**src/rtl/muxbus_pkg.sv**
```systemverilog
// Shared widths and helpers for the multiplexed bus slave.
// Assumes a byte-addressed bus whose registers are one bus word wide.
package muxbus_pkg;
    localparam int unsigned BUS_W    = 32;  // shared address/data lines
    localparam int unsigned NUM_REGS = 16;  // register file depth
    localparam int unsigned BYTE_LSB = 2;   // address bits below a word
    localparam int unsigned CTRL_W   = 4;   // {ale, oe_n, we_n, cs_n}

    // Control bit positions inside the synchronized control vector
    localparam int unsigned C_CS  = 0;
    localparam int unsigned C_WE  = 1;
    localparam int unsigned C_OE  = 2;
    localparam int unsigned C_ALE = 3;

    // Idle level of the control pins: strobes deasserted
    localparam logic [CTRL_W-1:0] CTRL_IDLE = 4'b0111;
endpackage

```
**src/rtl/muxbus_sync.sv**
```systemverilog
// Two-flop synchronizer for a vector of asynchronous inputs.
// Assumes each bit is sampled on its own; for a multi-bit value, the
// driver keeps it stable for at least one clock around its use.
// Only the second stage leaves this module.
module muxbus_sync #(
    parameter int unsigned W = 1,
    parameter logic [W-1:0] RST_VAL = '0
) (
    input  logic         clk,
    input  logic         rst_n,
    input  logic [W-1:0] d_async,
    output logic [W-1:0] q_sync
);
    logic [W-1:0] stage1;

    // Two-stage capture; stage1 may be metastable and stays local
    always_ff @(posedge clk) begin
        if (!rst_n) begin
            stage1 <= RST_VAL;
            q_sync <= RST_VAL;
        end else begin
            stage1 <= d_async;
            q_sync <= stage1;
        end
    end
endmodule

```
**src/rtl/muxbus_detect.sv**
```systemverilog
// Phase detector: one-cycle pulse when a live condition turns true.
// It compares the condition with its own one-cycle-old copy, so it
// reacts in the same cycle the synchronized inputs show the phase.
// Assumes the condition comes from already synchronized signals.
module muxbus_detect (
    input  logic clk,
    input  logic rst_n,
    input  logic cond,
    output logic pulse
);
    logic cond_q;

    // Remember the condition from the previous cycle
    always_ff @(posedge clk) begin
        if (!rst_n) cond_q <= 1'b0;
        else        cond_q <= cond;
    end

    // Pulse on the first cycle of the condition
    always_comb pulse = cond & ~cond_q;
endmodule

```
**src/rtl/muxbus_regfile.sv**
```systemverilog
// Register file behind the bus port, indexed by word address.
// Words whose upper address bits are non-zero are out of range:
// they read as zero and are not written.
module muxbus_regfile #(
    parameter int unsigned DATA_W = 32,
    parameter int unsigned DEPTH  = 16,
    parameter int unsigned WADR_W = 30,
    localparam int unsigned IDX_W = $clog2(DEPTH)
) (
    input  logic              clk,
    input  logic              rst_n,
    input  logic              wr_en,
    input  logic [WADR_W-1:0] word_addr,
    input  logic [DATA_W-1:0] wdata,
    output logic [DATA_W-1:0] rdata
);
    logic [IDX_W-1:0]  idx;
    logic              in_range;
    logic [DATA_W-1:0] regs [DEPTH];

    // Split the word address into index and range check
    always_comb begin
        idx      = word_addr[IDX_W-1:0];
        in_range = (word_addr[WADR_W-1:IDX_W] == '0);
    end

    // One storage word per register, each with its own write decode
    for (genvar g = 0; g < DEPTH; g++) begin : g_reg
        always_ff @(posedge clk) begin
            if (!rst_n)
                regs[g] <= '0;
            else if (wr_en && in_range && (idx == IDX_W'(g)))
                regs[g] <= wdata;
        end
    end

    // Read mux, forced to zero out of range
    always_comb rdata = in_range ? regs[idx] : '0;
endmodule

```
**src/rtl/muxbus_slave.sv**
```systemverilog
// Slave port for an asynchronous multiplexed address/data bus.
// All pins pass through two-flop synchronizers; the address phase
// and write phase are found on the synchronized signals, and reads
// drive the addressed register onto separate out/enable pad lines.
// Assumes the bus lines are stable one clock before and after the
// latch strobe and the address-latch pulse spans two clock edges.
module muxbus_slave
    import muxbus_pkg::*;
(
    input  logic             clk,
    input  logic             rst_n,
    input  logic             bus_cs_n,
    input  logic             bus_we_n,
    input  logic             bus_oe_n,
    input  logic             bus_ale,
    input  logic [BUS_W-1:0] bus_ad_in,
    output logic [BUS_W-1:0] bus_ad_out,
    output logic             bus_ad_oe
);
    localparam int unsigned WADR_W = BUS_W - BYTE_LSB;

    logic [CTRL_W-1:0] ctrl_s;
    logic [BUS_W-1:0]  ad_s;
    logic              addr_cond, wr_cond, rd_cond;
    logic              addr_stb, wr_stb;
    logic [WADR_W-1:0] addr_q;
    logic [BUS_W-1:0]  rd_data;

    muxbus_sync #(.W(CTRL_W), .RST_VAL(CTRL_IDLE)) u_sync_ctrl (
        .clk     (clk),
        .rst_n   (rst_n),
        .d_async ({bus_ale, bus_oe_n, bus_we_n, bus_cs_n}),
        .q_sync  (ctrl_s)
    );

    muxbus_sync #(.W(BUS_W), .RST_VAL('0)) u_sync_ad (
        .clk     (clk),
        .rst_n   (rst_n),
        .d_async (bus_ad_in),
        .q_sync  (ad_s)
    );

    // Live phase conditions from the synchronized pins
    always_comb begin
        addr_cond = ~ctrl_s[C_CS] & ctrl_s[C_ALE];
        wr_cond   = ~ctrl_s[C_CS] & ~ctrl_s[C_WE] & ~ctrl_s[C_ALE];
        rd_cond   = ~ctrl_s[C_CS] & ~ctrl_s[C_OE] & ~ctrl_s[C_ALE];
    end

    muxbus_detect u_det_addr (
        .clk   (clk),
        .rst_n (rst_n),
        .cond  (addr_cond),
        .pulse (addr_stb)
    );

    muxbus_detect u_det_wr (
        .clk   (clk),
        .rst_n (rst_n),
        .cond  (wr_cond),
        .pulse (wr_stb)
    );

    // Latch the word address on the first address-phase cycle
    always_ff @(posedge clk) begin
        if (!rst_n)        addr_q <= '0;
        else if (addr_stb) addr_q <= ad_s[BUS_W-1:BYTE_LSB];
    end

    muxbus_regfile #(
        .DATA_W (BUS_W),
        .DEPTH  (NUM_REGS),
        .WADR_W (WADR_W)
    ) u_regs (
        .clk       (clk),
        .rst_n     (rst_n),
        .wr_en     (wr_stb),
        .word_addr (addr_q),
        .wdata     (ad_s),
        .rdata     (rd_data)
    );

    // Drive the pad only during a read phase; lines are zero otherwise
    always_comb begin
        bus_ad_oe  = rd_cond;
        bus_ad_out = rd_cond ? rd_data : '0;
    end
endmodule

```
**config.mk**
```make
export PLATFORM = sky130hd
export DESIGN_NAME = muxbus_slave
export DESIGN_NICKNAME = d
export VERILOG_FILES = /design/src/rtl/muxbus_pkg.sv /design/src/rtl/muxbus_sync.sv /design/src/rtl/muxbus_detect.sv /design/src/rtl/muxbus_regfile.sv /design/src/rtl/muxbus_slave.sv
export SDC_FILE = /design/constraint.sdc
export NUM_CORES = 1
export LEC_CHECK = 0
export BUFFER_PORTS_ARGS = -buffer_cell sky130_fd_sc_hd__buf_2
export CORE_ASPECT_RATIO = 1.1
export CORE_MARGIN = 8
export CORE_UTILIZATION = 60
export CTS_BUF_LIST = sky130_fd_sc_hd__clkbuf_16
export DETAILED_ROUTE_END_ITERATION = 16
export PLACE_DENSITY_LB_ADDON = 0.12
export SETUP_SLACK_MARGIN = 0.1
export SLEW_MARGIN = 20
export SYNTH_ARGS = -nofsm -noshare
export SYNTH_HDL_FRONTEND = slang
export SYNTH_SLANG_ARGS = --single-unit
```
**constraint.sdc**
```tcl
create_clock -name clk -period 4.25 [get_ports clk]
set_input_delay 0.85 -clock clk [delete_from_list [all_inputs] [get_ports clk]]
set_output_delay 0.85 -clock clk [all_outputs]
set_load 0.1 [all_outputs]
```
==> results.md, run 1 <==
- In this run the remaining antenna-violating nets after routing total 0.
- The final route contains 15.3k vias.
- The placer congestion estimate is 0.791.
- The number of antenna violations at the first check in global routing is 0.
- Of all flip-flops after synthesis, the portion carrying an async set or reset was 0%.
- The maximum number of pins on one net before global-route repair is 58.
- In this run the static leakage power is 9.54 nW.
- The hold-fix buffer count after cts is 0.
- The maximum buffer depth of the clock tree is 3.
- The synthesized net count is 1818.
- The clock network latency to the later pin of the worst-skew pair is 0.62 ns.
- The end-of-flow core utilization is 68.1%.
- The synthesized netlist contains 28 unique library cells.
- Of all nets on the critical path, the largest fanout is 14.
- The TritonCTS clock tree is built.
- For the worst setup path, the data required time is 3.40 ns.
- The main combinational cell family by area after synthesis is simple AND/OR/NAND/NOR gates.
- By count the netlist is led by nor2_1, edfxtp_1, mux4_2.
- The sum of negative setup slack is 0 ns.
- The sequential area share after synthesis is 70.0%.
- The cell type with the largest total area after synthesis is edfxtp_1.
- The die footprint is 48500 um2.
- The placed cell count is 2318.
- The share of final-layout standard cells stronger than drive strength 1 is 20.7%.
- The simple logic cell fraction of the synthesized area is 13.0%.
- The final number of max-transition violations is 0.
- The final critical path takes up 90.7% of the cycle.
- In this run the clock root is driven by a clkbuf_16.
- The via density per instance is 6.31.
- The floorplan step set the die width to 211 um.
- Based on the critical path, the design can be clocked at up to 260 MHz.
- The first TritonRoute pass finished after 6 iterations.
- The synthesized netlist devotes 3.10% of its cell area to compound gates.
- The count of non-filler cells in the finished layout is 2429.
- The global-route wire length before repair is 96800 um.
- The critical path arrival is 3.00 ns.
- By instance count, the leading cell after synthesis is nor2_1.
- For this design the top-level I/O count stands at 71.
- The worst setup path is captured at an output pin.
- The final layout contains 1857 nets.
- After detailed routing, the average wire length per cell comes to 26.8 um.
- The peak ir drop on the vdd network is 341 uV.
- The most frequently used flop master after synthesis is edfxtp_1.
- The vertical die dimension is 230 um.
- The synthesized area divided by synthesized cell count is 14.1 um2.
- The final setup skew is 0.0188 ns.
- The worst max-slew margin expressed relative to the limit is 40.5%.
- For this block, the initial DRC count from the detailed router was 1957.
- The area growth from synthesis to layout is 12.0%.
- The floorplan has 78 rows.
- The post-CTS setup-driven buffer insertion count is 0.
- The slew at the pin with the worst max-slew slack is 0.889 ns.
- The synthesized netlist devotes 0% of its cell area to adder and majority cells.
- The classification of the worst setup path is register to output pin.
- The detailed-placement wirelength estimate is 36800 um.
- The synthesized netlist cell count is 1780.
- The power density of the placed cells is 430 nW/um2.
- The path class of the tightest hold or removal check is register to register.
- The quantity of I/O buffers inserted on ports is 70.
- In this run the cell area of the synthesized design comes to 25000 um2.
- The proportion of synthesized area in mux cells is 11.5%.
- The clock tree synthesis step divided the H-tree into 2 levels.
- The count of unresolved DRC violations after routing is 0.
- The run finished with clean final reports.
- Counting flops and latches in the post-synthesis netlist gives 620.
- Summed over all layers, the global routing overflow is 0.
- Setup repair after global routing left no endpoint under its margin.
- Ranked by total cell area, the synthesized netlist is headed by edfxtp_1, mux4_2, dfxtp_1.
- Setup violations remaining at the end of the flow were counted as 0.
- Global routing consumed, over all layers together, 27.0% of the routing resources.
- The worst path needs 3.85 ns of the cycle, external delays included.
- The routed design has 65100 um of wire.
- Max-cap violations in this run came to 0.
- The clock drives 620 sinks.
- The number of global-route vias before repair is 15.5k.
- The number of instances resized during post-cts repair is 0.
- Counting flops with a built-in enable in the synthesized netlist gives 512.
- The core area is 41200 um2.
- The worst setup path is launched from a register.
- The share of synthesized area in the top cell type comes to 61.4%.
- For this run, the number of Yosys warnings is 0.
- After Yosys synthesis, XOR and XNOR cells account for 0% of the synthesized area.
- The clock transition at the registers of the reported paths is 0.07 ns.
- The final hold violation count is 0.
- Hold timing on the final database bottoms out at a slack of 0.405 ns.
- The clock buffer count from CTS is 59.
- The initial standard-cell utilization of the core is 60.8%.
- The repair_antennas step left the layout with diodes totalling 0.
- The design draws 12.1 mW.
## state kept, by name, indices dropped and copies added (netlist names), named ones only
signal              cells
u_regs.regs           512
u_det_wr.cond_q         1
u_sync_ad.stage1       32
addr_q                 30
u_sync_ad.q_sync       32
u_sync_ctrl.stage1      4
u_sync_ctrl.q_sync      4
u_det_addr.cond_q       1
## layout by cell type (no fill, tap or decap), types with 3 or more instances in the layout
| cell type | instances |
|---|---|
| a21oi_1 | 55 |
| a21oi_2 | 6 |
| a22oi_1 | 62 |
| and2_1 | 67 |
| buf_12 | 18 |
| buf_2 | 69 |
| buf_4 | 42 |
| clkbuf_16 | 60 |
| clkinv_1 | 10 |
| clkinv_2 | 13 |
| dfxtp_1 | 106 |
| edfxtp_1 | 512 |
| inv_1 | 16 |
| inv_2 | 6 |
| inv_6 | 3 |
| mux4_2 | 128 |
| nand2_1 | 95 |
| nand2_2 | 16 |
| nand2b_1 | 10 |
| nand4b_1 | 7 |
| nand4b_2 | 9 |
| nor2_1 | 523 |
| nor3_1 | 8 |
| nor4_1 | 4 |
| or4_1 | 3 |
## worst paths after layout
kind	slack (ns)	start	depth (start not counted)	to
worst max-delay path	0.40	register	5	bus_ad_out[20]
worst min-delay path	0.40	u_sync_ctrl.stage1[2]	1	u_sync_ctrl.q_sync[2]
worst max register to register	1.48	addr_q[21]	6	u_regs.regs[13][23]
worst min register to register	0.40	u_sync_ctrl.stage1[2]	1	u_sync_ctrl.q_sync[2]
## logic make-up after synthesis
kind of cell / Yosys count
buffers and inverters: 153
muxes: 128
and+or+nand+nor: 755
DFF: 620
AOI/OAI and AO/OA: 124
## critical path, cell delays in order (launching register included)
cell,delay [ns]
dfxtp_1,0.52
nor2b_4,0.56
buf_4,0.37
a22oi_1,0.16
a21oi_2,0.28
buf_2,0.48
## where the power goes
part | leakage [nW] | switching, mW | internal, mW | total, mW
clock network | 0.947 | 2.23 | 2.62 | 4.85
logic | 2.42 | 0.277 | 0.133 | 0.410
registers | 6.17 | 0.0624 | 6.75 | 6.81
total | 9.54 | 2.57 | 9.50 | 12.1
## area by class of cell
cell class	instances	area [um2]
clock buffers	60	1500
clock inverters	51	263
fillers	2865	13100
inverters	2	7.51
multi-input cells	1007	7010
flip-flops and latches	620	17500
well taps	560	701
repair buffers	129	1020
## through the flow
step                      worst slack (ns)  instance area (um2)
after floorplan                     -0.354                25100
final                                0.396                28000
after global placement                1.07                26300
after detailed placement              1.02                26300
after CTS                            0.369                28000
after global routing                 0.262                28000
## per-layer routing
layer  track usage, %  vias to the layer above  routed length, um
li1                 -                     6510                  -
met1             36.6                     7641              24400
met5                0                        -                  0
met2             43.3                     1010              31300
met3             4.88                      168               6900
met4             10.6                        0               2550
No activity file was read; power rests on OpenSTA's default activity.
==> run 2, diff against run 1 <==
- clock period: 4.25 -> 4.45 ns (I/O delays scaled with it)
==> run 2 against run 1 <==
  * Global-route usage is essentially flat
  * Clock power shrank 4%
  * Die area unchanged
  * Non-clock buffer count is 2 higher
  * Register-to-register slack worse by 0.23 ns
  * Power is 4.1% lower
  * Critical path type unchanged
==> results.md, run 2 (synthesis results as in run 1) <==
- The run finished with clean final reports.
- The leftover overflow at the end of global routing is 0.
- After the last flow step, the layout net total stands at 1858.
- The final hold violation count is 0.
- The core area is 41200 um2.
- The I/O pin count is 71.
- Net switching is 21.0% of the power.
- The startpoint of the worst-slack reg-to-reg timing path is addr_q[21].
- Power spread over the standard cell area amounts to 412 nW/um2.
- The final routed wire length divided by cell count is 26.8 um.
- The longest clock path from root to sink contains 3 buffers.
- The number of global-route vias before repair is 15.3k.
- In this run, CTS created clock tree buffers numbering 58.
- For the worst setup path, the data required time is 3.56 ns.
- In the layout the commonest cells are nor2_1, edfxtp_1, mux4_2.
- In the routed design, unresolved DRC markers number 0.
- The initial DRC count is 1735.
- The final critical-path required period is 4.00 ns.
- The classification of the worst setup path is register to output pin.
- The reported max-cap violation count is 0.
- The floorplan has 78 rows.
- The count of inserted antenna diode cells is 0.
- The later pin in the worst-skew pair is clocked with a latency of 0.62 ns.
- The sequential share of power is 56.2%.
- The total leakage power is 9.53 nW.
- The number of antenna violations at the first check in global routing is 0.
- The fmax is 250 MHz.
- The number of instances resized during post-cts repair is 0.
- The worst-case IR drop observed on VDD is 365 uV.
- After detailed routing, the total wire length is 65200 um.
- Leaving out fill and tap cells, the most frequent cell in the layout is nor2_1.
- The count of nets left with antenna violations once routing finished came out at 0.
- The final worst setup slack is 0.451 ns.
- TritonCTS built the clock tree.
- OpenSTA, run right after detailed placement, puts the worst setup slack at 1.12 ns.
- Clock-pin slew was measured on the worst setup and hold paths at 0.07 ns.
- The critical path goes through buf_4 > mux4_2 > a22oi_1 > a21oi_1 > buf_2.
- Setup violations remaining at the end of the flow were counted as 0.
- The longest individual stage delay on the worst path is 0.84 ns.
- Detailed placement ended at an HPWL of 37200 um.
- Entering global routing, the biggest net connects 62 pins.
- The via density per instance is 6.34.
- Following the worst setup path forward leads to its endpoint at bus_ad_out[5].
- The register with the most flip-flops in the layout has 512 of them.
- STA classifies the critical path startpoint as a register.
- The share of the clock period used by the worst path after layout is 89.9%.
- The x dimension of the die is 211 um.
- In this run the worst path has a maximum fanout of 41.
- The final number of max-transition violations was 0.
- Measured along the y axis, the die boundary spans 230 um.
- The first global-routing pass estimated 96600 um of wire.
- The kind of end point of the critical path is an output pin.
- u_regs.regs holds more flip-flops than any other register.
- The via total after detailed routing is 15.4k.
- Setup repair after global routing left no endpoint under its margin.
- The combinational group share of total power is 3.3%.
- The final setup skew is 0.0208 ns.
- Internal power comes to 9.15 mW.
- Port buffering added 70 buffers.
- The hold-fix buffer count after cts is 0.
- The worst-path cell with the longest stage delay is dfxtp_4.
- At the pin with the least slew margin, the transition time is 0.980 ns.
- The clock sink count is 620.
- For the worst setup path, the data arrival time is 3.11 ns.
- The cell type group with the largest total delay on the critical path is flip-flops.
- In the final layout, the share of cells above drive strength 1 is 20.2%.
- The initial standard-cell utilization of the core is 60.8%.
- The sum of internal, switching and leakage power is 11.6 mW.
- In the global route stage, overall resource usage came out at 27.0%.
- The share of total power dissipated in the clock network is 40.4%.
- The worst register-to-register path ends at u_regs.regs[15][11].
- The die covers 48500 um2.
- Before antenna repair, the detailed router went through 5 iterations.
- Relative to the synthesized area, the layout overhead comes to 12.0%.
- CTS built an H-tree with a depth of 2.
- The path class of the tightest hold or removal check is register to register.
- Once the clock tree was built, the setup fixing pass inserted 0 buffers.
- Together, buffers and inverters on the worst path number 2.
- The tree is rooted in a clkbuf_16.
- The congestion estimate from routability-driven global placement came to 0.817.
- Summed over all nets, the switching power comes to 2.42 mW.
- Measured in cells, the most critical reg-to-reg path has a length of 6.
- The total number of cells along the worst setup path is 5.
- The largest registers in the layout are u_regs.regs: 512 flops, u_sync_ad.q_sync: 32 flops, u_sync_ad.stage1: 32 flops.
- The worst max-slew margin expressed relative to the limit is 34.6%.
- For flop-to-flop paths, the worst setup slack is 1.25 ns.
-- run 2: worst reg2reg max path, stage by stage (launching register included) --
cell,delay (ns)
dfxtp_1,0.32
or4_1,0.61
nor4_4,0.77
buf_4,0.27
nand4b_1,0.22
nand2_2,0.42
buf_12,0.27
-- run 2: stage by stage --
stage	instances	util (%)	cell area (um2)	hold WS, ns	TNS [ns]
floorplan	1780	-	25100	0.386	-4.61
global placement	2320	63.8	26300	0.392	0
detailed placement	2320	63.8	26300	0.395	0
CTS	2429	68.1	28100	0.414	0
global route	2429	68.1	28100	0.426	0
finish	2429	68.1	28100	0.407	0
-- run 2: power by group through the flow --
stage / clock network [mW] / logic, mW / registers (mW)
after floorplan: 0 / 0.220 / 6.60
after global placement: 0 / 0.382 / 6.62
after detailed placement: 0 / 0.387 / 6.63
after CTS: 4.73 / 0.388 / 6.50
after global routing: 4.93 / 0.409 / 6.52
final: 4.68 / 0.387 / 6.50
-- run 2: final cells by class --
| type | count | area [um2] |
|---|---|---|
| clock buffers | 61 | 1530 |
| clock inverters | 48 | 255 |
| fillers | 2877 | 13100 |
| inverters | 2 | 7.51 |
| multi-input cells | 1007 | 7010 |
| flip-flops and latches | 620 | 17500 |
| well taps | 560 | 701 |
| repair buffers | 131 | 1010 |
-- run 2: layer usage --
metal	vias to the layer above	wire length [um]	track usage [%]
met3	159	7180	5.62
li1	6509	-	-
met4	0	2440	10.3
met1	7760	24400	36.3
met5	-	0	0
met2	961	31200	43.3
-- run 2: worst min path at each step --
stage	from	endpoint	slack, ns	depth (start not counted)
3_5_place_dp	u_sync_ctrl.stage1[1]	u_sync_ctrl.q_sync[1]	0.39	1
2_1_floorplan	u_sync_ctrl.stage1[0]	u_sync_ctrl.q_sync[0]	0.39	1
4_1_cts	u_sync_ctrl.stage1[1]	u_sync_ctrl.q_sync[1]	0.41	1
5_1_grt	u_sync_ctrl.stage1[2]	u_sync_ctrl.q_sync[2]	0.43	1
3_3_place_gp	u_sync_ctrl.stage1[0]	u_sync_ctrl.q_sync[0]	0.39	1
6_report	u_sync_ctrl.stage1[0]	u_sync_ctrl.q_sync[0]	0.41	1
==> run 3, diff against run 2 <==
==> constraint.sdc (replaced) <==
create_clock -name clk -period 4.45 [get_ports clk]
set_input_delay 0.445 -clock clk [delete_from_list [all_inputs] [get_ports clk]]
set_output_delay 0.445 -clock clk [all_outputs]
set_load 0.1 [all_outputs]
==> run 3 against run 2 <==
  * Sequential cell count stayed put
  * Power decreased by 0.37%
  * Highest routed layer unchanged
  * Critical path depth unchanged
  * Die area did not move
  * Utilization decreased by 0.49 points
  * Combinational power is 5% lower
  * First-iteration DRC count rose by 1.2%
  * Count of clock-buffer cells in the layout is the same
  * Sequential power barely moved
  * Clock power about the same
  * Global-route usage is 1.2 points lower
  * Largest power group unchanged
==> results.md, run 3 (synthesis results as in run 1) <==
- The run finished with clean final reports.
- After the last flow step, the layout net total stands at 1847.
- The critical path ends at bus_ad_out[25].
- Clock-pin slew was measured on the worst setup and hold paths at 0.06 ns.
- Max-cap violations in this run came to 0.
- Setup violations remaining at the end of the flow were counted as 0.
- The endpoint identified for the worst register-to-register timing path is u_regs.regs[15][17].
- The cell type group with the largest total delay on the critical path is flip-flops.
- The clock period could shrink to 3.83 ns.
- Entering global routing, the biggest net connects 67 pins.
- The final hold violation count came to 0.
- At the pin with the least slew margin, the transition time is 1.06 ns.
- The worst setup path is of the register to output pin kind.
- The number of rows created at floorplan is 78.
- The number of global-route vias before repair came to 14.8k.
- The critical path arrival is 3.39 ns.
- The pre-CTS setup slack is 1.18 ns.
- TritonCTS built the clock tree.
- The share of the clock period used by the worst path after layout is 86.2%.
- The post-CTS setup-driven buffer insertion count is 0.
- The repair_antennas step left the layout with diodes totalling 0.
- In this run the number of H-tree levels came out at 2.
- The first detailed-routing pass took 6 iterations.
- STA classifies the critical path endpoint as an output pin.
- The floorplan step defined a die boundary enclosing 48500 um2.
- The completed layout was analyzed and its total power is 11.5 mW.
- The worst min-delay path category is input pin to register.
- Global routing consumed, over all layers together, 25.8% of the routing resources.
- The fmax is 261 MHz.
- The maximum buffer depth of the clock tree is 3.
- After clock tree synthesis, the flow added hold-fix buffers numbering 0.
- The x dimension of the die is 211 um.
- At the end of routability-driven placement, the weighted congestion stood at 0.833.
- The routed design has 62800 um of wire.
- The total leakage power is 9.47 nW.
- In the final layout, the share of cells above drive strength 1 is 19.7%.
- Counting the buffers created by CTS gives 58.
- The end-of-flow core utilization is 67.6%.
- Counting buffers and inverters, the worst setup path is 5 cells deep.
- The core area is 41200 um2.
- Leaving out fill and tap cells, the most frequent cells in the layout are nor2_1, edfxtp_1, mux4_2.
- The final worst setup slack is 0.616 ns.
- The leftover overflow at the end of global routing is 0.
- The worst min-delay path startpoint is bus_oe_n.
- The via total after detailed routing is 15.0k.
- Walking the worst path, the cells encountered are buf_4 > mux4_2 > a22oi_1 > a21oi_1 > buf_2.
- The largest single stage delay on the critical path is 1.00 ns.
- In this run the worst path has a maximum fanout of 47.
- The vertical die dimension is 230 um.
- The detailed-placement wirelength estimate is 36100 um.
- The count of unresolved DRC violations after routing is 0.
- The filler cells instantiated in the layout total 2975.
- The clock network latency to the later pin of the worst-skew pair is 0.61 ns.
- The power density of the placed cells is 414 nW/um2.
- After the first detailed-routing iteration, the DRC count stood at 1756.
- Compared with the post-synthesis result, the final layout area differs by 11.2%.
- In this run, post-CTS repair resized a total of 0 instances.
- The worst-path cell with the longest stage delay is dfxtp_4.
- The worst max-slew margin expressed relative to the limit is 29.3%.
- The library cell used as clock root buffer is clkbuf_16.
- The commonest non-fill, non-tap cell in the layout is nor2_1.
- The quantity of I/O buffers inserted on ports is 70.
- Once detail routing completed, the nets flagged for antenna violations numbered 0.
- The startpoint identified for the worst register-to-register timing path is addr_q[21].
- After detailed routing, the number of vias per cell comes to 6.20.
- The sum of negative setup slack is 0 ns.
- Setup repair after global routing left no endpoint under its margin.
- The number of antenna violations at the first check in global routing is 0.
- Clock tree synthesis found a total of 620 sinks.
- The final number of max-transition violations is 0.
- The number of buffers and inverters on the critical path is 2.
- The peak ir drop on the vdd network is 331 uV.
- Pin placement for this block handled 71 I/O pins.
- In the final layout, the registers with the most flip-flops are u_regs.regs: 512 flops, u_sync_ad.q_sync: 32 flops, u_sync_ad.stage1: 32 flops.
- Measured in cells, the most critical reg-to-reg path has a length of 5.
- The startpoint type of the worst setup path is a register.
- Setup slack on the worst reg-to-reg path comes out at 1.26 ns.
- The register containing the most flip-flops in the final layout is u_regs.regs.
- The critical path required time is 4.01 ns.
- The register with the most flip-flops in the layout has 512 of them.
- Clock skew on the completed layout was measured at 0.0151 ns.
- The first global-routing pass estimated 92100 um of wire.
- The final routed wire length divided by cell count is 26.0 um.
- The initial utilization of the core area, before any placement, comes to 60.8%.
[run 3: how the worst min path moves through the flow]
stage | end | depth (start not counted)
2_1_floorplan | u_sync_ctrl.q_sync[0] | 1
3_3_place_gp | u_sync_ctrl.q_sync[2] | 1
3_5_place_dp | u_sync_ctrl.q_sync[2] | 1
4_1_cts | u_sync_ctrl.stage1[2] | 2
5_1_grt | u_sync_ctrl.stage1[1] | 2
6_report | u_sync_ctrl.stage1[2] | 2
[run 3: metal layers]
layer	GRT usage (%)	routed length (um)
met5	0	0
met2	41.6	30600
met4	9.12	2090
met1	34.7	24300
met3	5.17	5850
[run 3: area by class of cell]
| type | instances | area, um2 | area share, % |
|---|---|---|---|
| Clock buffer | 61 | 1530 | 5.48 |
| Clock inverter | 47 | 245 | 0.880 |
| Timing Repair Buffer | 120 | 841 | 3.02 |
| Sequential cell | 620 | 17500 | 63.0 |
| Multi-Input combinational cell | 1007 | 6990 | 25.1 |
| Tap cell | 560 | 701 | 2.52 |
| Inverter | 2 | 7.51 | 0.0270 |
[run 3: power breakdown]
group          leakage [nW]  switching (mW)  internal [mW]
Combinational          2.34           0.253          0.115
Sequential             6.17          0.0613           6.45
Clock                 0.955            2.08           2.57
[run 3: per-stage QoR]
step | hold WS (ns) | area [um2] | instances
after floorplan | 0.386 | 25100 | 1780
after global placement | 0.391 | 26100 | 2309
after detailed placement | 0.391 | 26100 | 2309
after CTS | 0.000825 | 27900 | 2417
after global routing | 0.0254 | 27900 | 2417
final | 0.0317 | 27900 | 2417
